`src/rtl/disk_xfer_pkg.sv`:
```
`timescale 1ns/1ps
package disk_xfer_pkg;

  // register addresses seen by the host
  localparam logic [1:0] ADDR_WLATCH = 2'd0;
  localparam logic [1:0] ADDR_CTRL   = 2'd1;
  localparam logic [1:0] ADDR_STATUS = 2'd2;
  localparam logic [1:0] ADDR_RDATA  = 2'd3;

  // control register bit positions
  localparam int CB_MOTOR = 0;
  localparam int CB_SKIP  = 1;
  localparam int CB_READ  = 2;
  localparam int CB_CHECK = 4;
  localparam int CB_ARM   = 6;
  localparam int CB_IRQEN = 7;

  // status register bit positions
  localparam int SB_FLAG     = 1;
  localparam int SB_END      = 6;
  localparam int SB_WRITABLE = 7;

  // what one accepted strobe will do to its cell
  typedef enum logic [1:0] {
    OP_SKIP  = 2'd0,
    OP_READ  = 2'd1,
    OP_WRITE = 2'd2
  } bit_op_e;

endpackage

```
`src/rtl/disk_xfer_head.sv`:
```
`timescale 1ns/1ps
module disk_xfer_head
  import disk_xfer_pkg::*;
#(
  parameter int DISK_BITS = 65500 * 8,
  localparam int POS_W = $clog2(DISK_BITS + 1)
) (
  input  logic             clk,
  input  logic             rst_n,
  input  logic             bit_strobe,
  input  logic             head_home,
  input  bit_op_e          op_in,
  output logic             accept,
  output logic             proc,
  output bit_op_e          proc_op,
  output logic [POS_W-1:0] head_pos,
  output logic             at_end
);

  localparam logic [POS_W-1:0] LAST_POS = POS_W'(DISK_BITS);

  logic [POS_W-1:0] pos_q;
  logic             proc_q;
  bit_op_e          op_q;

  assign at_end = (pos_q == LAST_POS);
  // one strobe in flight at a time; none at the end or while homing
  assign accept = bit_strobe && !proc_q && !at_end && !head_home;

  always_ff @(posedge clk) begin
    if (!rst_n) begin
      pos_q  <= '0;
      proc_q <= 1'b0;
      op_q   <= OP_SKIP;
    end else begin
      proc_q <= accept;
      if (accept) op_q <= op_in;
      if (head_home) pos_q <= '0;
      else if (proc_q && !at_end) pos_q <= pos_q + POS_W'(1);
    end
  end

  assign proc     = proc_q;
  assign proc_op  = op_q;
  assign head_pos = pos_q;

endmodule

```
`src/rtl/disk_xfer_shift.sv`:
```
`timescale 1ns/1ps
module disk_xfer_shift
  import disk_xfer_pkg::*;
#(
  parameter int BYTE_W = 8,
  localparam int CNT_W = $clog2(BYTE_W)
) (
  input  logic              clk,
  input  logic              rst_n,
  input  logic              proc,
  input  bit_op_e           proc_op,
  input  logic              rd_bit,
  input  logic              arm_edge,
  input  logic              wr_load,
  input  logic [BYTE_W-1:0] wlatch,
  input  logic              check_on,
  output logic              wr_en,
  output logic              wr_bit,
  output logic              byte_done,
  output logic [BYTE_W-1:0] rlatch
);

  localparam logic [CNT_W-1:0] CNT_LAST = CNT_W'(BYTE_W - 1);

  logic              armed_q;
  logic [CNT_W-1:0]  cnt_q;
  logic [BYTE_W-1:0] rsh_q, rsh_nxt;
  logic [BYTE_W-1:0] wsh_q;
  logic [BYTE_W-1:0] rlatch_q;

  logic do_read, do_write, gap_mode, gap_hit, rd_data, wr_data, step;

  assign do_read  = proc && (proc_op == OP_READ);
  assign do_write = proc && (proc_op == OP_WRITE);
  assign gap_mode = armed_q && !check_on;
  assign gap_hit  = do_read && gap_mode && rd_bit;
  assign rd_data  = do_read && !gap_mode;
  assign wr_data  = do_write && armed_q;
  assign step     = rd_data || wr_data;
  assign byte_done = step && (cnt_q == CNT_LAST);

  assign wr_en  = do_write;
  assign wr_bit = wr_data ? wsh_q[cnt_q] : 1'b0;

  always_comb begin
    rsh_nxt = rsh_q;
    rsh_nxt[cnt_q] = rd_bit;
  end

  always_ff @(posedge clk) begin
    if (!rst_n) begin
      armed_q  <= 1'b0;
      cnt_q    <= '0;
      rsh_q    <= '0;
      wsh_q    <= '0;
      rlatch_q <= '0;
    end else begin
      if (arm_edge)     armed_q <= 1'b1;
      else if (gap_hit) armed_q <= 1'b0;

      if (wr_load || gap_hit) cnt_q <= '0;
      else if (step)          cnt_q <= (cnt_q == CNT_LAST) ? '0 : cnt_q + CNT_W'(1);

      if (rd_data) rsh_q <= rsh_nxt;
      if (rd_data && cnt_q == CNT_LAST) rlatch_q <= rsh_nxt;

      if (wr_load) wsh_q <= wlatch;
      else if (wr_data && cnt_q == CNT_LAST) wsh_q <= wlatch;
    end
  end

  assign rlatch = rlatch_q;

endmodule

```
`src/rtl/disk_xfer_regs.sv`:
```
`timescale 1ns/1ps
module disk_xfer_regs
  import disk_xfer_pkg::*;
(
  input  logic       clk,
  input  logic       rst_n,
  input  logic       reg_wr,
  input  logic       reg_rd,
  input  logic [1:0] reg_addr,
  input  logic [7:0] reg_wdata,
  output logic [7:0] reg_rdata,
  input  logic       disk_present,
  input  logic       write_protect,
  input  logic       at_end,
  input  logic       head_home,
  input  logic       byte_done,
  input  logic       byte_is_write,
  input  logic [7:0] rlatch,
  output logic [7:0] ctrl,
  output logic [7:0] wlatch,
  output logic       arm_edge,
  output logic       wr_load,
  output logic       irq,
  output logic       motor_go,
  output logic       xfer_reset
);

  logic [7:0] ctrl_q, wlatch_q;
  logic       flag_q, irq_q, motor_q, skip_q;
  logic       wr_ctrl, wr_latch, rd_stat, rd_data, check_done;
  logic [7:0] status;

  assign wr_ctrl  = reg_wr && (reg_addr == ADDR_CTRL);
  assign wr_latch = reg_wr && (reg_addr == ADDR_WLATCH);
  assign rd_stat  = reg_rd && (reg_addr == ADDR_STATUS);
  assign rd_data  = reg_rd && (reg_addr == ADDR_RDATA);

  assign arm_edge   = wr_ctrl && !ctrl_q[CB_ARM] && reg_wdata[CB_ARM];
  assign wr_load    = arm_edge && !reg_wdata[CB_READ];
  assign check_done = byte_done && ctrl_q[CB_CHECK];

  always_ff @(posedge clk) begin
    if (!rst_n) begin
      ctrl_q   <= '0;
      wlatch_q <= '0;
      flag_q   <= 1'b0;
      irq_q    <= 1'b0;
      motor_q  <= 1'b0;
      skip_q   <= 1'b0;
    end else begin
      if (wr_ctrl)         ctrl_q <= reg_wdata;
      else if (check_done) ctrl_q[CB_CHECK] <= 1'b0;

      if (wr_latch)                        wlatch_q <= reg_wdata;
      else if (check_done && byte_is_write) wlatch_q <= '0;

      // engine events win over host clears so no byte is lost
      if (byte_done || wr_load)               flag_q <= 1'b1;
      else if (rd_stat || rd_data || wr_latch) flag_q <= 1'b0;

      if (byte_done && ctrl_q[CB_IRQEN]) irq_q <= 1'b1;
      else if (rd_stat || wr_ctrl)       irq_q <= 1'b0;

      motor_q <= wr_ctrl && reg_wdata[CB_MOTOR];

      if (head_home)                           skip_q <= 1'b0;
      else if (wr_ctrl && reg_wdata[CB_SKIP])  skip_q <= 1'b1;
    end
  end

  always_comb begin
    status = '0;
    status[SB_FLAG]     = flag_q;
    status[SB_END]      = at_end;
    status[SB_WRITABLE] = disk_present && !write_protect;
  end

  always_comb begin
    unique case (reg_addr)
      ADDR_STATUS: reg_rdata = status;
      ADDR_RDATA:  reg_rdata = rlatch;
      default:     reg_rdata = '0;
    endcase
  end

  assign ctrl       = ctrl_q;
  assign wlatch     = wlatch_q;
  assign irq        = irq_q;
  assign motor_go   = motor_q;
  assign xfer_reset = skip_q;

endmodule

```
`src/rtl/disk_xfer_engine.sv`:
```
`timescale 1ns/1ps
module disk_xfer_engine
  import disk_xfer_pkg::*;
#(
  parameter int DISK_BYTES = 65500,
  localparam int DISK_BITS = DISK_BYTES * 8,
  localparam int POS_W = $clog2(DISK_BITS + 1)
) (
  input  logic             clk,
  input  logic             rst_n,
  input  logic             bit_strobe,
  input  logic             head_home,
  input  logic             disk_present,
  input  logic             write_protect,
  input  logic             reg_wr,
  input  logic             reg_rd,
  input  logic [1:0]       reg_addr,
  input  logic [7:0]       reg_wdata,
  output logic [7:0]       reg_rdata,
  output logic             irq,
  output logic             motor_go,
  output logic             xfer_reset,
  output logic [POS_W-1:0] head_pos,
  output logic             at_end,
  output logic             dsk_rd_en,
  output logic             dsk_wr_en,
  output logic [POS_W-1:0] dsk_addr,
  output logic             dsk_wdata,
  input  logic             dsk_rdata
);

  bit_op_e    op_in, proc_op;
  logic       accept, proc, byte_done, arm_edge, wr_load;
  logic [7:0] ctrl, wlatch, rlatch;

  // the cell's operation is fixed when the strobe is taken
  always_comb begin
    if (xfer_reset)                         op_in = OP_SKIP;
    else if (ctrl[CB_READ])                 op_in = OP_READ;
    else if (write_protect || !disk_present) op_in = OP_SKIP;
    else                                    op_in = OP_WRITE;
  end

  assign dsk_rd_en = accept && (op_in == OP_READ);
  assign dsk_addr  = head_pos;

  disk_xfer_head #(.DISK_BITS(DISK_BITS)) u_head (
    .clk(clk), .rst_n(rst_n), .bit_strobe(bit_strobe), .head_home(head_home),
    .op_in(op_in), .accept(accept), .proc(proc), .proc_op(proc_op),
    .head_pos(head_pos), .at_end(at_end)
  );

  disk_xfer_shift #(.BYTE_W(8)) u_shift (
    .clk(clk), .rst_n(rst_n), .proc(proc), .proc_op(proc_op),
    .rd_bit(dsk_rdata), .arm_edge(arm_edge), .wr_load(wr_load),
    .wlatch(wlatch), .check_on(ctrl[CB_CHECK]),
    .wr_en(dsk_wr_en), .wr_bit(dsk_wdata), .byte_done(byte_done),
    .rlatch(rlatch)
  );

  disk_xfer_regs u_regs (
    .clk(clk), .rst_n(rst_n), .reg_wr(reg_wr), .reg_rd(reg_rd),
    .reg_addr(reg_addr), .reg_wdata(reg_wdata), .reg_rdata(reg_rdata),
    .disk_present(disk_present), .write_protect(write_protect),
    .at_end(at_end), .head_home(head_home), .byte_done(byte_done),
    .byte_is_write(proc_op == OP_WRITE), .rlatch(rlatch),
    .ctrl(ctrl), .wlatch(wlatch), .arm_edge(arm_edge), .wr_load(wr_load),
    .irq(irq), .motor_go(motor_go), .xfer_reset(xfer_reset)
  );

endmodule

```
`config.mk`:
```
export PLATFORM = sky130hd
export DESIGN_NAME = disk_xfer_engine
export DESIGN_NICKNAME = d
export VERILOG_FILES = /design/src/rtl/disk_xfer_pkg.sv /design/src/rtl/disk_xfer_head.sv /design/src/rtl/disk_xfer_shift.sv /design/src/rtl/disk_xfer_regs.sv /design/src/rtl/disk_xfer_engine.sv
export SDC_FILE = /design/constraint.sdc
export NUM_CORES = 1
export LEC_CHECK = 0
export ABC_AREA = 1
export BUFFER_PORTS_ARGS = -buffer_cell sky130_fd_sc_hd__buf_2
export CORE_ASPECT_RATIO = 0.75
export CORE_MARGIN = 2
export CORE_UTILIZATION = 46
export CTS_BUF_LIST = sky130_fd_sc_hd__clkbuf_4
export DETAILED_ROUTE_END_ITERATION = 7
export HOLD_SLACK_MARGIN = 0.1
export PLACE_DENSITY = 0.71
export SYNTH_ARGS = -nofsm -noshare
export SYNTH_HDL_FRONTEND = slang
export SYNTH_SLANG_ARGS = --single-unit
```
`constraint.sdc`:
```
create_clock -name clk -period 2.1 [get_ports clk]
set_clock_uncertainty 0.15 [all_clocks]
set_input_delay 0.315 -clock clk [delete_from_list [all_inputs] [get_ports clk]]
set_output_delay 0.315 -clock clk [all_outputs]
set_load 0.005 [all_outputs]
```
==> flow_summary_export.csv, run 1 <==
group,metric,value,unit
outcome,status,"finished, violations left",
outcome,violations,"negative setup slack",
timing,finalSetupViolCount,2,
synthesis,ys_types,36,
routing,wl,9360,µm
global_route,grt_pass1_wl,14900,µm
timing,finalHoldViolCount,0,
global_route,grt_max_degree,26,
synthesis,ys_ff_latch,66,
setup_path,path_delay_family,"buffers and inverters",
clocking,cts.htree.levels,3,
setup_path,cpMaxStageDelayCell,"dlygate4sd3_1",
routing,antenna_left,0,
routing,dr.first_iter.drc_count,188,
floorplanning,rows,27,
power_and_ir_drop,cellPowerDensity,563,nW/µm²
setup_path,crit_required,1.63,ns
timing,worst_slew_pin_slew,0.510,ns
power_and_ir_drop,worst_ir_drop_vdd,0.000318,V
setup_path,reg2reg_from,"u_head.head_pos[1]$_SDFFE_PP0P_",
timing,period_needed,2.18,ns
global_route,grt.overflow.total,0,
layout,final_nets,606,
layout,fin_area,4260,µm²
power_and_ir_drop,p_int,1.81,mW
placement,place.gp.congestion,0.980,
synthesis,synth_top_area_share,38.0,%
power_and_ir_drop,clock_power_share,40.0,%
timing,worst_slack,-0.0787,ns
setup_path,cp_data_arrival_time,1.71,ns
floorplanning,dieArea,8270,µm²
min_path,whs_endpoint,"u_head.proc_op[1]$_SDFFE_PN0P_",
synthesis,synth_edf_count,0,
synthesis,synth-adder-area-share,1.44,%
synthesis,synthSimpleGateAreaFrac,29.4,%
synthesis,postSynthNetCount,523,
setup_path,crit_path_frequent_cell,"buf_2",
floorplanning,fp.dieH,79.3,µm
setup_path,rr_worst_depth,10,
min_path,holdCritStartpoint,"write_protect",
power_and_ir_drop,netSwitchingFraction,24.7,%
synthesis,ys_warn_count,0,
global_route,gr-usage-all-layers,22.8,%
synthesis,synthXorXnorAreaFrac,3.28,%
synthesis,yosysTopAreaCell,"dfxtp_1",
synthesis,syn_inst,500,
synthesis,synth_mux_area_share,0,%
job,max_cap_violations,0,
placement,post_dp_cell_area,3850,µm²
synthesis,synth_top_family_by_area,"simple AND/OR/NAND/NOR gates",
routing,drt_pre_antenna_iters,5,
setup_path,path_cells,"buf_2, dlygate4sd3_1, nor3b_1, o21a_1, nand2_1, inv_1, buf_2",
layout,antenna_cells,0,
power_and_ir_drop,leakage,1.80,nW
power_and_ir_drop,p_switching,0.592,mW
synthesis,synthTopCellsByArea,"dfxtp_1 (38%), nand2_1 (11%), nor2_1 (8.6%)",
routing,route.detailed.drc,0,
timing,rsz0062_at_grt,"yes",
routing,vias,3464,
setup_path,worstReg2RegEnd,"u_head.head_pos[10]$_SDFFE_PP0P_",
clocking,clockRootBuffer,"clkbuf_4",
setup_path,cp_num_buf_inv,4,
global_route,grt_use_met2,35.1,%
synthesis,seq_area_frac_synth,38.0,%
timing,period_share,104,%
layout,drive_gt1_share,28.7,%
setup_path,startpoint_type,"input port",
timing,drv_slew,0,
clocking,cts_buffers,9,
floorplanning,die_x,104,µm
layout,syn_to_final_growth,22.7,%
power_and_ir_drop,pwr-share-comb,6.7,%
global_route,grt_most_used_layer,"met2",
global_route,use_met1,32.0,%
routing,post_drt_wl_per_cell,13.6,µm
clocking,worst_skew_pair.late_latency,0.42,ns
placement,dp_hpwl,6650,µm
global_route,antenna_found_initial,0,
global_route,grt_pass1_vias,3095,
setup_path,critical_path_class,"in2out",
routing,vias_per_cell,5.03,
floorplanning,core_area,7330,µm²
layout,final_common_cell,"nand2_1",
clocking,cts_max_path_buffers,2,
timing,max_freq,459,MHz
synthesis,synth-async-reset-ratio,0,%
setup_path,endpoint_kind,"primary output",
setup_path,r2r_setup_slack,0.16,ns
clocking,cts_tree,"done",
synthesis,synth_compound_area_share,15.8,%
clocking,clk_pin_slew_worst_paths,0.11,ns
timing,slew_headroom,65.9,%
timing,tns,-0.133,ns
min_path,worst_hold_path_type,"in2reg",
power_and_ir_drop,seqPwrFrac,53.3,%
setup_path,cpPeakStageDelay,0.59,ns
synthesis,ys.flop_type,"dfxtp_1",
global_route,grt_use_met3,6.08,%
setup_path,cp_max_fo,2,
synthesis,syn_avg_cell_area,6.95,µm²
min_path,hold_path_depth,4,
floorplanning,io-pin-count,72,
floorplanning,start_util,47.4,%
placement,numPortBuffers,71,
clocking,cts_sinks,66,
layout,layout_common_cells,"nand2_1 (104), nor2_1 (77), buf_2 (71)",
synthesis,synth_area,3470,µm²
## worst reg2reg max path: cells and delay by family, from the launching register on
family,cells,cell delay (ns)
xor+xnor,1,0.16
flops,1,0.38
fa+ha+maj,1,0.22
compound gates,1,0.15
simple gates,4,0.52
buf+inv,3,0.28
## Yosys cell counts, drive strengths merged (4+ instances only)
| library cell | n |
|---|---|
| nand2 | 113 |
| nor2 | 85 |
| dfxtp | 66 |
| a21oi | 53 |
| inv | 53 |
| o21ai | 31 |
| nand3 | 29 |
| buf | 25 |
| xor2 | 10 |
| a211oi | 6 |
| clkbuf | 6 |
| ha | 4 |
## logic make-up after synthesis
logic type / after synthesis
AO/OA/AOI/OAI: 97
XOR/XNOR: 13
adder cells (fa/ha/maj): 4
buffers and inverters: 86
flip-flops: 66
AND/OR/NAND/NOR: 234
## routing by layer
metal,share of wire [%],vias up
met3,7.3,9
met2,43,121
li1,-,1751
met5,0,-
met4,0.92,0
met1,48,1583
## timing repair
item | 4_1_cts | 5_1_grt
setup buffers | 5 | 2
hold buffers | 11 | 0
resized for setup | 14 | 20
pin swaps | 5 | 7
endpoints found under the setup margin | 4 | 4
hold endpoints to repair | 18 | 0
## power groups by stage
stage / clock, mW / combinational [mW] / sequential, mW
2_1_floorplan: 0 / 0.0810 / 1.31
3_3_place_gp: 0 / 0.130 / 1.31
3_5_place_dp: 0 / 0.133 / 1.31
4_1_cts: 0.985 / 0.153 / 1.28
5_1_grt: 1.04 / 0.176 / 1.28
6_report: 0.961 / 0.160 / 1.28
## metrics by stage
step | instances | worst slack, ns | util [%] | power [mW] | hold slack (ns)
2_1_floorplan | 500 | 0.401 | - | 1.39 | 0.275
3_3_place_gp | 655 | 0.266 | 52.5 | 1.44 | 0.291
3_5_place_dp | 655 | 0.222 | 52.5 | 1.44 | 0.296
4_1_cts | 687 | -0.0903 | 57.2 | 2.42 | 0.111
5_1_grt | 689 | -0.168 | 58.2 | 2.50 | 0.122
6_report | 689 | -0.0787 | 58.2 | 2.40 | 0.126
## worst max-delay path by stage
| stage | startpoint | to | slack (ns) | cells past startpoint |
|---|---|---|---|---|
| 3_5_place_dp | u_head.head_pos[1]$_SDFFE_PP0P_ | reg_rdata[6] | 0.22 | 9 |
| 4_1_cts | u_head.head_pos[1]$_SDFFE_PP0P_ | dsk_rd_en | -0.09 | 9 |
| 3_3_place_gp | u_head.head_pos[0]$_SDFFE_PP0P_ | reg_rdata[6] | 0.27 | 9 |
| 5_1_grt | u_head.head_pos[1]$_SDFFE_PP0P_ | dsk_rd_en | -0.17 | 9 |
| 2_1_floorplan | u_head.head_pos[0]$_SDFFE_PP0P_ | reg_rdata[6] | 0.40 | 8 |
| 6_report | head_home | dsk_rd_en | -0.08 | 7 |
## registers in the layout, indices dropped and copies added, names as in the netlist
name and count:
u_head.head_pos 19, u_head.proc 1, u_head.proc_op 2, u_regs.ctrl 4, u_regs.flag_q 1, u_regs.irq 1
u_regs.motor_go 1, u_regs.wlatch 8, u_regs.xfer_reset 1, u_shift.armed_q 1, u_shift.cnt_q 3, u_shift.rlatch 8
u_shift.rsh_q 8, u_shift.wsh_q 8
## area by class of cell
class | count | area (µm²)
Tap cell | 101 | 126
Timing Repair Buffer | 103 | 623
Clock inverter | 7 | 93.8
Clock buffer | 9 | 67.6
Sequential cell | 66 | 1340
Fill cell | 715 | 3070
Multi-Input combinational cell | 348 | 1800
Inverter | 55 | 213
(Power assumes the default switching activity.)
==> inputs of run 2 (changes only) <==
--- a/config.mk
+++ b/config.mk
@@ -5,7 +5,6 @@
 export SDC_FILE = /design/constraint.sdc
 export NUM_CORES = 1
 export LEC_CHECK = 0
-export ABC_AREA = 1
 export BUFFER_PORTS_ARGS = -buffer_cell sky130_fd_sc_hd__buf_2
 export CORE_ASPECT_RATIO = 0.75
 export CORE_MARGIN = 2
@@ -13,7 +12,7 @@
 export CTS_BUF_LIST = sky130_fd_sc_hd__clkbuf_4
 export DETAILED_ROUTE_END_ITERATION = 7
 export HOLD_SLACK_MARGIN = 0.1
-export PLACE_DENSITY = 0.71
+export PLACE_DENSITY = 0.8
 export SYNTH_ARGS = -nofsm -noshare
 export SYNTH_HDL_FRONTEND = slang
 export SYNTH_SLANG_ARGS = --single-unit
==> run 2 against run 1 <==
Compared with the run above: the flow still finishes with violations (negative setup slack); utilization increased by 3.4 points; clock-buffer cell count unchanged; synthesized area down 4.4%; clock power decreased by 3.7%; critical path type is now reg2out; critical path depth stayed put; register-to-register slack lost 0.07 ns.
==> flow_summary_export.csv, run 2 <==
group,metric,value,unit
layout,fin_util,61.6,%
global_route,grt.overflow.total,0,
synthesis,synthTopCellsByCount,"dfxtp_1 (66), nand2_1 (47), nor2_1 (31)",
setup_path,cp_data_arrival_time,1.93,ns
clocking,cts_buffers,9,
synthesis,syn_inst,387,
clocking,cts_sinks,66,
layout,largest_reg_flops,19,
layout,drive_gt1_share,32.0,%
global_route,grt_pass1_wl,14600,µm
synthesis,ys_ff_latch,66,
power_and_ir_drop,cellPowerDensity,554,nW/µm²
synthesis,yosysTopAreaCell,"dfxtp_1",
routing,vias,3275,
power_and_ir_drop,finalPower,2.35,mW
setup_path,crit_required,1.63,ns
floorplanning,fp.dieH,77.6,µm
routing,route.detailed.drc,0,
min_path,worst_hold_path_type,"in2reg",
outcome,violations,"negative setup slack",
power_and_ir_drop,leakage,1.91,nW
synthesis,synth_top_area_share,39.8,%
setup_path,cp_num_buf_inv,2,
clocking,cts.htree.levels,3,
synthesis,yosysMostFrequentCell,"dfxtp_1",
layout,final_nets,506,
floorplanning,die_x,102,µm
synthesis,seq_area_frac_synth,39.8,%
clocking,cts_max_path_buffers,2,
synthesis,ys.flop_type,"dfxtp_1",
routing,post_drt_wl_per_cell,15.3,µm
setup_path,path_delay_family,"simple AND/OR/NAND/NOR gates",
setup_path,critical_path_class,"reg2out",
synthesis,synth_edf_count,0,
synthesis,synth-async-reset-ratio,0,%
layout,layout_common_cells,"buf_2 (71), dfxtp_1 (62), nand2_1 (47)",
outcome,status,"finished, violations left",
clocking,cts_tree,"done",
timing,worst_slew_pin_slew,0.557,ns
synthesis,syn_avg_cell_area,8.59,µm²
timing,worst_slack,-0.294,ns
layout,final_cells,586,
power_and_ir_drop,worst_ir_drop_vdd,0.000338,V
setup_path,cpMaxStageDelayCell,"dfxtp_2",
layout,final_common_cell,"buf_2",
global_route,gr-usage-all-layers,23.4,%
placement,dpl.cell_count,552,
setup_path,endpoint_kind,"primary output",
placement,numPortBuffers,71,
timing,finalHoldViolCount,0,
timing,period_share,114,%
timing,drv_slew,0,
timing,worst_hold_slack,0.107,ns
placement,dp_hpwl,6220,µm
global_route,antenna_found_initial,0,
timing,max_freq,418,MHz
setup_path,cp_max_fo,3,
layout,multi_input_area,1820,µm²
synthesis,postSynthNetCount,410,
placement,dp_slack,0.0545,ns
timing,finalSetupViolCount,4,
clocking,clockRootBuffer,"clkbuf_4",
layout,syn_to_final_growth,27.8,%
setup_path,path_cells,"inv_2, ha_4, nor4bb_4, nand4_1, o21a_1, and3b_1, buf_2",
routing,dr.first_iter.drc_count,192,
placement,post_dp_cell_area,3860,µm²
placement,place.gp.congestion,0.832,
synthesis,synthTopCellsByArea,"dfxtp_1 (40%), nand2_1 (5.3%), mux2i_1 (5.1%)",
synthesis,synth_area,3320,µm²
routing,drt_pre_antenna_iters,5,
job,max_cap_violations,0,
floorplanning,rows,26,
floorplanning,start_util,48.2,%
synthesis,ys_warn_count,0,
routing,wl,8960,µm
synthesis,ys_types,55,
floorplanning,io-pin-count,72,
global_route,grt_pass1_vias,3062,
layout,num-fill-cells,605,
timing,rsz0062_at_grt,"yes",
floorplanning,core_area,6900,µm²
timing,period_needed,2.39,ns
setup_path,startpoint_type,"flip-flop",
timing,slew_headroom,62.7,%
layout,seqCellArea,1330,µm²
clocking,clk_pin_slew_worst_paths,0.12,ns
clocking,worst_skew_pair.late_latency,0.44,ns
layout,antenna_cells,0,
setup_path,cpPeakStageDelay,0.35,ns
routing,vias_per_cell,5.59,
floorplanning,dieArea,7930,µm²
global_route,grt_max_degree,27,
routing,antenna_left,0,
timing,tns,-0.768,ns
layout,fin_area,4250,µm²
## run 2: cell types whose count changed in the layout (fill, tap and decap cells not counted), sizes merged, moves of 7 or more
cell,before,now
o21ai,31,10
and3,0,9
nand4,3,11
a22o,0,7
buf,92,116
o211a,0,8
inv,53,8
mux2i,0,17
nand3,29,22
nand2,113,47
a21oi,53,11
nor3b,1,10
nor2,85,32
## run 2: what timing repair did
action                     in CTS  in global routing
setup endpoints to repair       4                  4
pin swaps                       7                  3
resized for setup              14                  4
hold endpoints to repair       17                  0
hold buffers                   12                  0
buffers inserted                4                  2
## run 2: layer usage
layer / GRT usage [%] / up-vias / part of all wire, %
li1: - / 1574 / -
met1: 31.6 / 1551 / 46
met2: 35.8 / 125 / 45
met5: 0 / - / 0
met4: 10.0 / 0 / 2.5
met3: 5.05 / 25 / 6.4
## run 2: logic make-up after synthesis
| logic type | share of synthesized area [%] |
|---|---|
| simple gates | 28.8 |
| flops | 39.8 |
| compound gates | 13.7 |
| buf+inv | 7.57 |
| mux | 5.80 |
| xor+xnor | 2.90 |
| fa+ha+maj | 1.51 |
## run 2: final timing paths
path         depth (start not counted)  slack (ns)                                to                             start
min reg2reg                          2        0.32     u_shift.wsh_q[7]$_SDFFE_PN0P_     u_regs.wlatch[7]$_SDFFE_PN0P_
max                                  7       -0.29                         dsk_rd_en   u_head.head_pos[1]$_SDFFE_PP0P_
min                                  3        0.11     u_shift.rsh_q[6]$_SDFFE_PN0P_                         dsk_rdata
max reg2reg                          5        0.09  u_head.head_pos[17]$_SDFFE_PP0P_  u_head.head_pos[11]$_SDFFE_PP0P_
## run 2: tightest hold or removal path: cells and delay by family
kind	cells	cell delay, ns
and+or+nand+nor	1	0.08
buffers and inverters	1	0.17
AOI/OAI and AO/OA	1	0.07
## run 2: layout make-up
cell class | instances | area share (%)
inverter | 4 | 0.354
timing repair buffer | 128 | 19.2
clock inverter | 7 | 1.94
tap | 98 | 2.89
multi-input combinational | 274 | 42.8
clock buffer | 9 | 1.59
sequential | 66 | 31.3
## run 2: where the power goes
part / leakage, nW / switching [mW] / total [mW] / internal [mW]
clock: 0.0819 / 0.542 / 0.925 / 0.383
combinational: 1.29 / 0.0871 / 0.157 / 0.0699
sequential: 0.535 / 0.00912 / 1.27 / 1.26
total: 1.91 / 0.638 / 2.35 / 1.72
==> inputs of run 3 (changes only) <==
--- a/config.mk
+++ b/config.mk
@@ -13,6 +13,7 @@
 export DETAILED_ROUTE_END_ITERATION = 7
 export HOLD_SLACK_MARGIN = 0.1
 export PLACE_DENSITY = 0.8
+export SKIP_CTS_REPAIR_TIMING = 1
 export SYNTH_ARGS = -nofsm -noshare
 export SYNTH_HDL_FRONTEND = slang
 export SYNTH_SLANG_ARGS = --single-unit
==> constraint.sdc (replaced) <==
create_clock -name clk -period 2.1 [get_ports clk]
set_clock_uncertainty 0.15 [all_clocks]
set_input_delay 0.63 -clock clk [delete_from_list [all_inputs] [get_ports clk]]
set_output_delay 0.63 -clock clk [all_outputs]
set_load 0.005 [all_outputs]
==> run 3 against run 2 <==
Compared with the run above: the run still ends with negative setup slack left; setup slack got worse by 0.38 ns; design area rose by 0.18%; first-iteration DRC count is 11% higher; cell count increased by 0.17%; highest routed layer unchanged.
==> flow_summary_export.csv, run 3 (same netlist as run 2, synthesis figures left out) <==
group,metric,value,unit
routing,post_drt_wl_per_cell,14.7,µm
timing,drv_slew,0,
floorplanning,dieArea,7930,µm²
setup_path,cp_data_arrival_time,2.00,ns
timing,finalSetupViolCount,4,
routing,drt_pre_antenna_iters,5,
routing,dr.first_iter.drc_count,213,
layout,drive_gt1_share,35.6,%
min_path,worst_hold_path_type,"in2reg",
routing,vias_per_cell,5.43,
layout,final_nets,507,
global_route,grt_max_degree,47,
layout,syn_to_final_growth,28.0,%
clocking,cts_sinks,66,
placement,dp_hpwl,6270,µm
min_path,whs_endpoint,"u_regs.wlatch[3]$_SDFFE_PN0P_",
min_path,hold_path_depth,2,
power_and_ir_drop,netSwitchingFraction,24.3,%
min_path,holdCritStartpoint,"reg_wdata[3]",
setup_path,rr_worst_depth,5,
setup_path,critical_path_class,"reg2out",
setup_path,startpoint_type,"flip-flop",
routing,wl,8630,µm
clocking,cts_tree,"done",
floorplanning,start_util,48.2,%
power_and_ir_drop,finalPower,2.38,mW
power_and_ir_drop,worst_ir_drop_vdd,0.000266,V
global_route,grt_pass1_wl,14100,µm
layout,layout_common_cells,"buf_2 (71), dfxtp_1 (58), buf_4 (57)",
routing,antenna_left,0,
power_and_ir_drop,clock_power_share,40.5,%
power_and_ir_drop,p_int,1.80,mW
floorplanning,die_x,102,µm
timing,worst_hold_slack,0.269,ns
floorplanning,fp.dieH,77.6,µm
routing,route.detailed.drc,0,
setup_path,r2r_setup_slack,0.09,ns
setup_path,crit_required,1.32,ns
power_and_ir_drop,p_switching,0.578,mW
global_route,grt.overflow.total,0,
floorplanning,io-pin-count,72,
clocking,cts.htree.levels,3,
power_and_ir_drop,pwr-share-comb,6.0,%
clocking,clockRootBuffer,"clkbuf_4",
outcome,violations,"negative setup slack",
setup_path,endpoint_kind,"primary output",
timing,tns,-2.20,ns
timing,slew_headroom,62.7,%
floorplanning,core_area,6900,µm²
setup_path,cp_max_fo,4,
clocking,worst_skew_pair.late_latency,0.42,ns
power_and_ir_drop,seqPwrFrac,53.4,%
timing,finalHoldViolCount,0,
power_and_ir_drop,leakage,1.93,nW
timing,max_freq,360,MHz
clocking,cts_max_path_buffers,2,
clocking,clk_pin_slew_worst_paths,0.11,ns
timing,worst_slew_pin_slew,0.558,ns
floorplanning,rows,26,
clocking,cts_buffers,9,
global_route,gr-usage-all-layers,22.7,%
global_route,antenna_found_initial,0,
layout,largest_reg_flops,19,
routing,vias,3185,
power_and_ir_drop,cellPowerDensity,560,nW/µm²
timing,rsz0062_at_grt,"yes",
setup_path,worstReg2RegEnd,"u_head.head_pos[17]$_SDFFE_PP0P_",
layout,final_common_cell,"buf_2",
job,max_cap_violations,0,
placement,numPortBuffers,71,
setup_path,reg2reg_from,"u_head.head_pos[3]$_SDFFE_PP0P_",
placement,place.gp.congestion,0.880,
layout,antenna_cells,0,
global_route,grt_pass1_vias,2919,
timing,period_needed,2.78,ns
timing,worst_slack,-0.676,ns
outcome,status,"finished, violations left",
timing,period_share,132,%
[run 3: cell type report]
type	count	area, µm²
clock buffers	9	67.6
clock inverters	7	93.8
fillers	578	2640
inverters	4	20.0
multi-input cells	274	1810
flip-flops and latches	66	1340
well taps	98	123
repair buffers	129	803
[run 3: stage by stage]
stage          area [µm²]  cells  worst slack, ns  utilization, %
4_1_cts              4200    584           -0.731            60.8
3_3_place_gp         4030    568           -0.167            58.5
2_1_floorplan        3370    387           -0.115               -
3_5_place_dp         4030    568           -0.237            58.5
5_1_grt              4250    587           -0.820            61.7
6_report             4250    587           -0.676            61.7
[run 3: worst max path at each step]
stage | startpoint | endpoint | slack, ns | depth (start not counted)
finish | u_head.head_pos[1]$_SDFFE_PP0P_ | dsk_rd_en | -0.68 | 7
global route | u_head.head_pos[1]$_SDFFE_PP0P_ | dsk_rd_en | -0.82 | 7
CTS | u_head.head_pos[1]$_SDFFE_PP0P_ | dsk_rd_en | -0.73 | 7
detailed placement | u_head.head_pos[1]$_SDFFE_PP0P_ | dsk_rd_en | -0.24 | 7
global placement | u_head.head_pos[1]$_SDFFE_PP0P_ | dsk_rd_en | -0.17 | 7
floorplan | u_head.head_pos[1]$_SDFFE_PP0P_ | dsk_rd_en | -0.12 | 6
[run 3: worst max-delay path: stages, from the launching register on]
cell and delay (ns):
dfxtp_4 0.37, inv_4 0.06, ha_4 0.12, nor4bb_4 0.19, nand4_1 0.27, o21a_1 0.28, and3b_1 0.17, buf_2 0.12
[run 3: power by group through the flow]
stage          clock (mW)  sequential (mW)  combinational (mW)
3_5_place_dp            0             1.30               0.140
6_report            0.965             1.27               0.144
4_1_cts             0.983             1.27               0.140
3_3_place_gp            0             1.30               0.136
2_1_floorplan           0             1.30              0.0728
5_1_grt              1.04             1.27               0.156
[run 3: routing by layer]
metal	GRT usage [%]	up-vias	routed length, µm	share of wire (%)
met3	5.41	15	396	4.6
met4	8.53	0	165	1.9
met5	0	-	0	0
li1	-	1578	-	-
met2	33.7	85	3890	45
met1	31.7	1507	4180	48
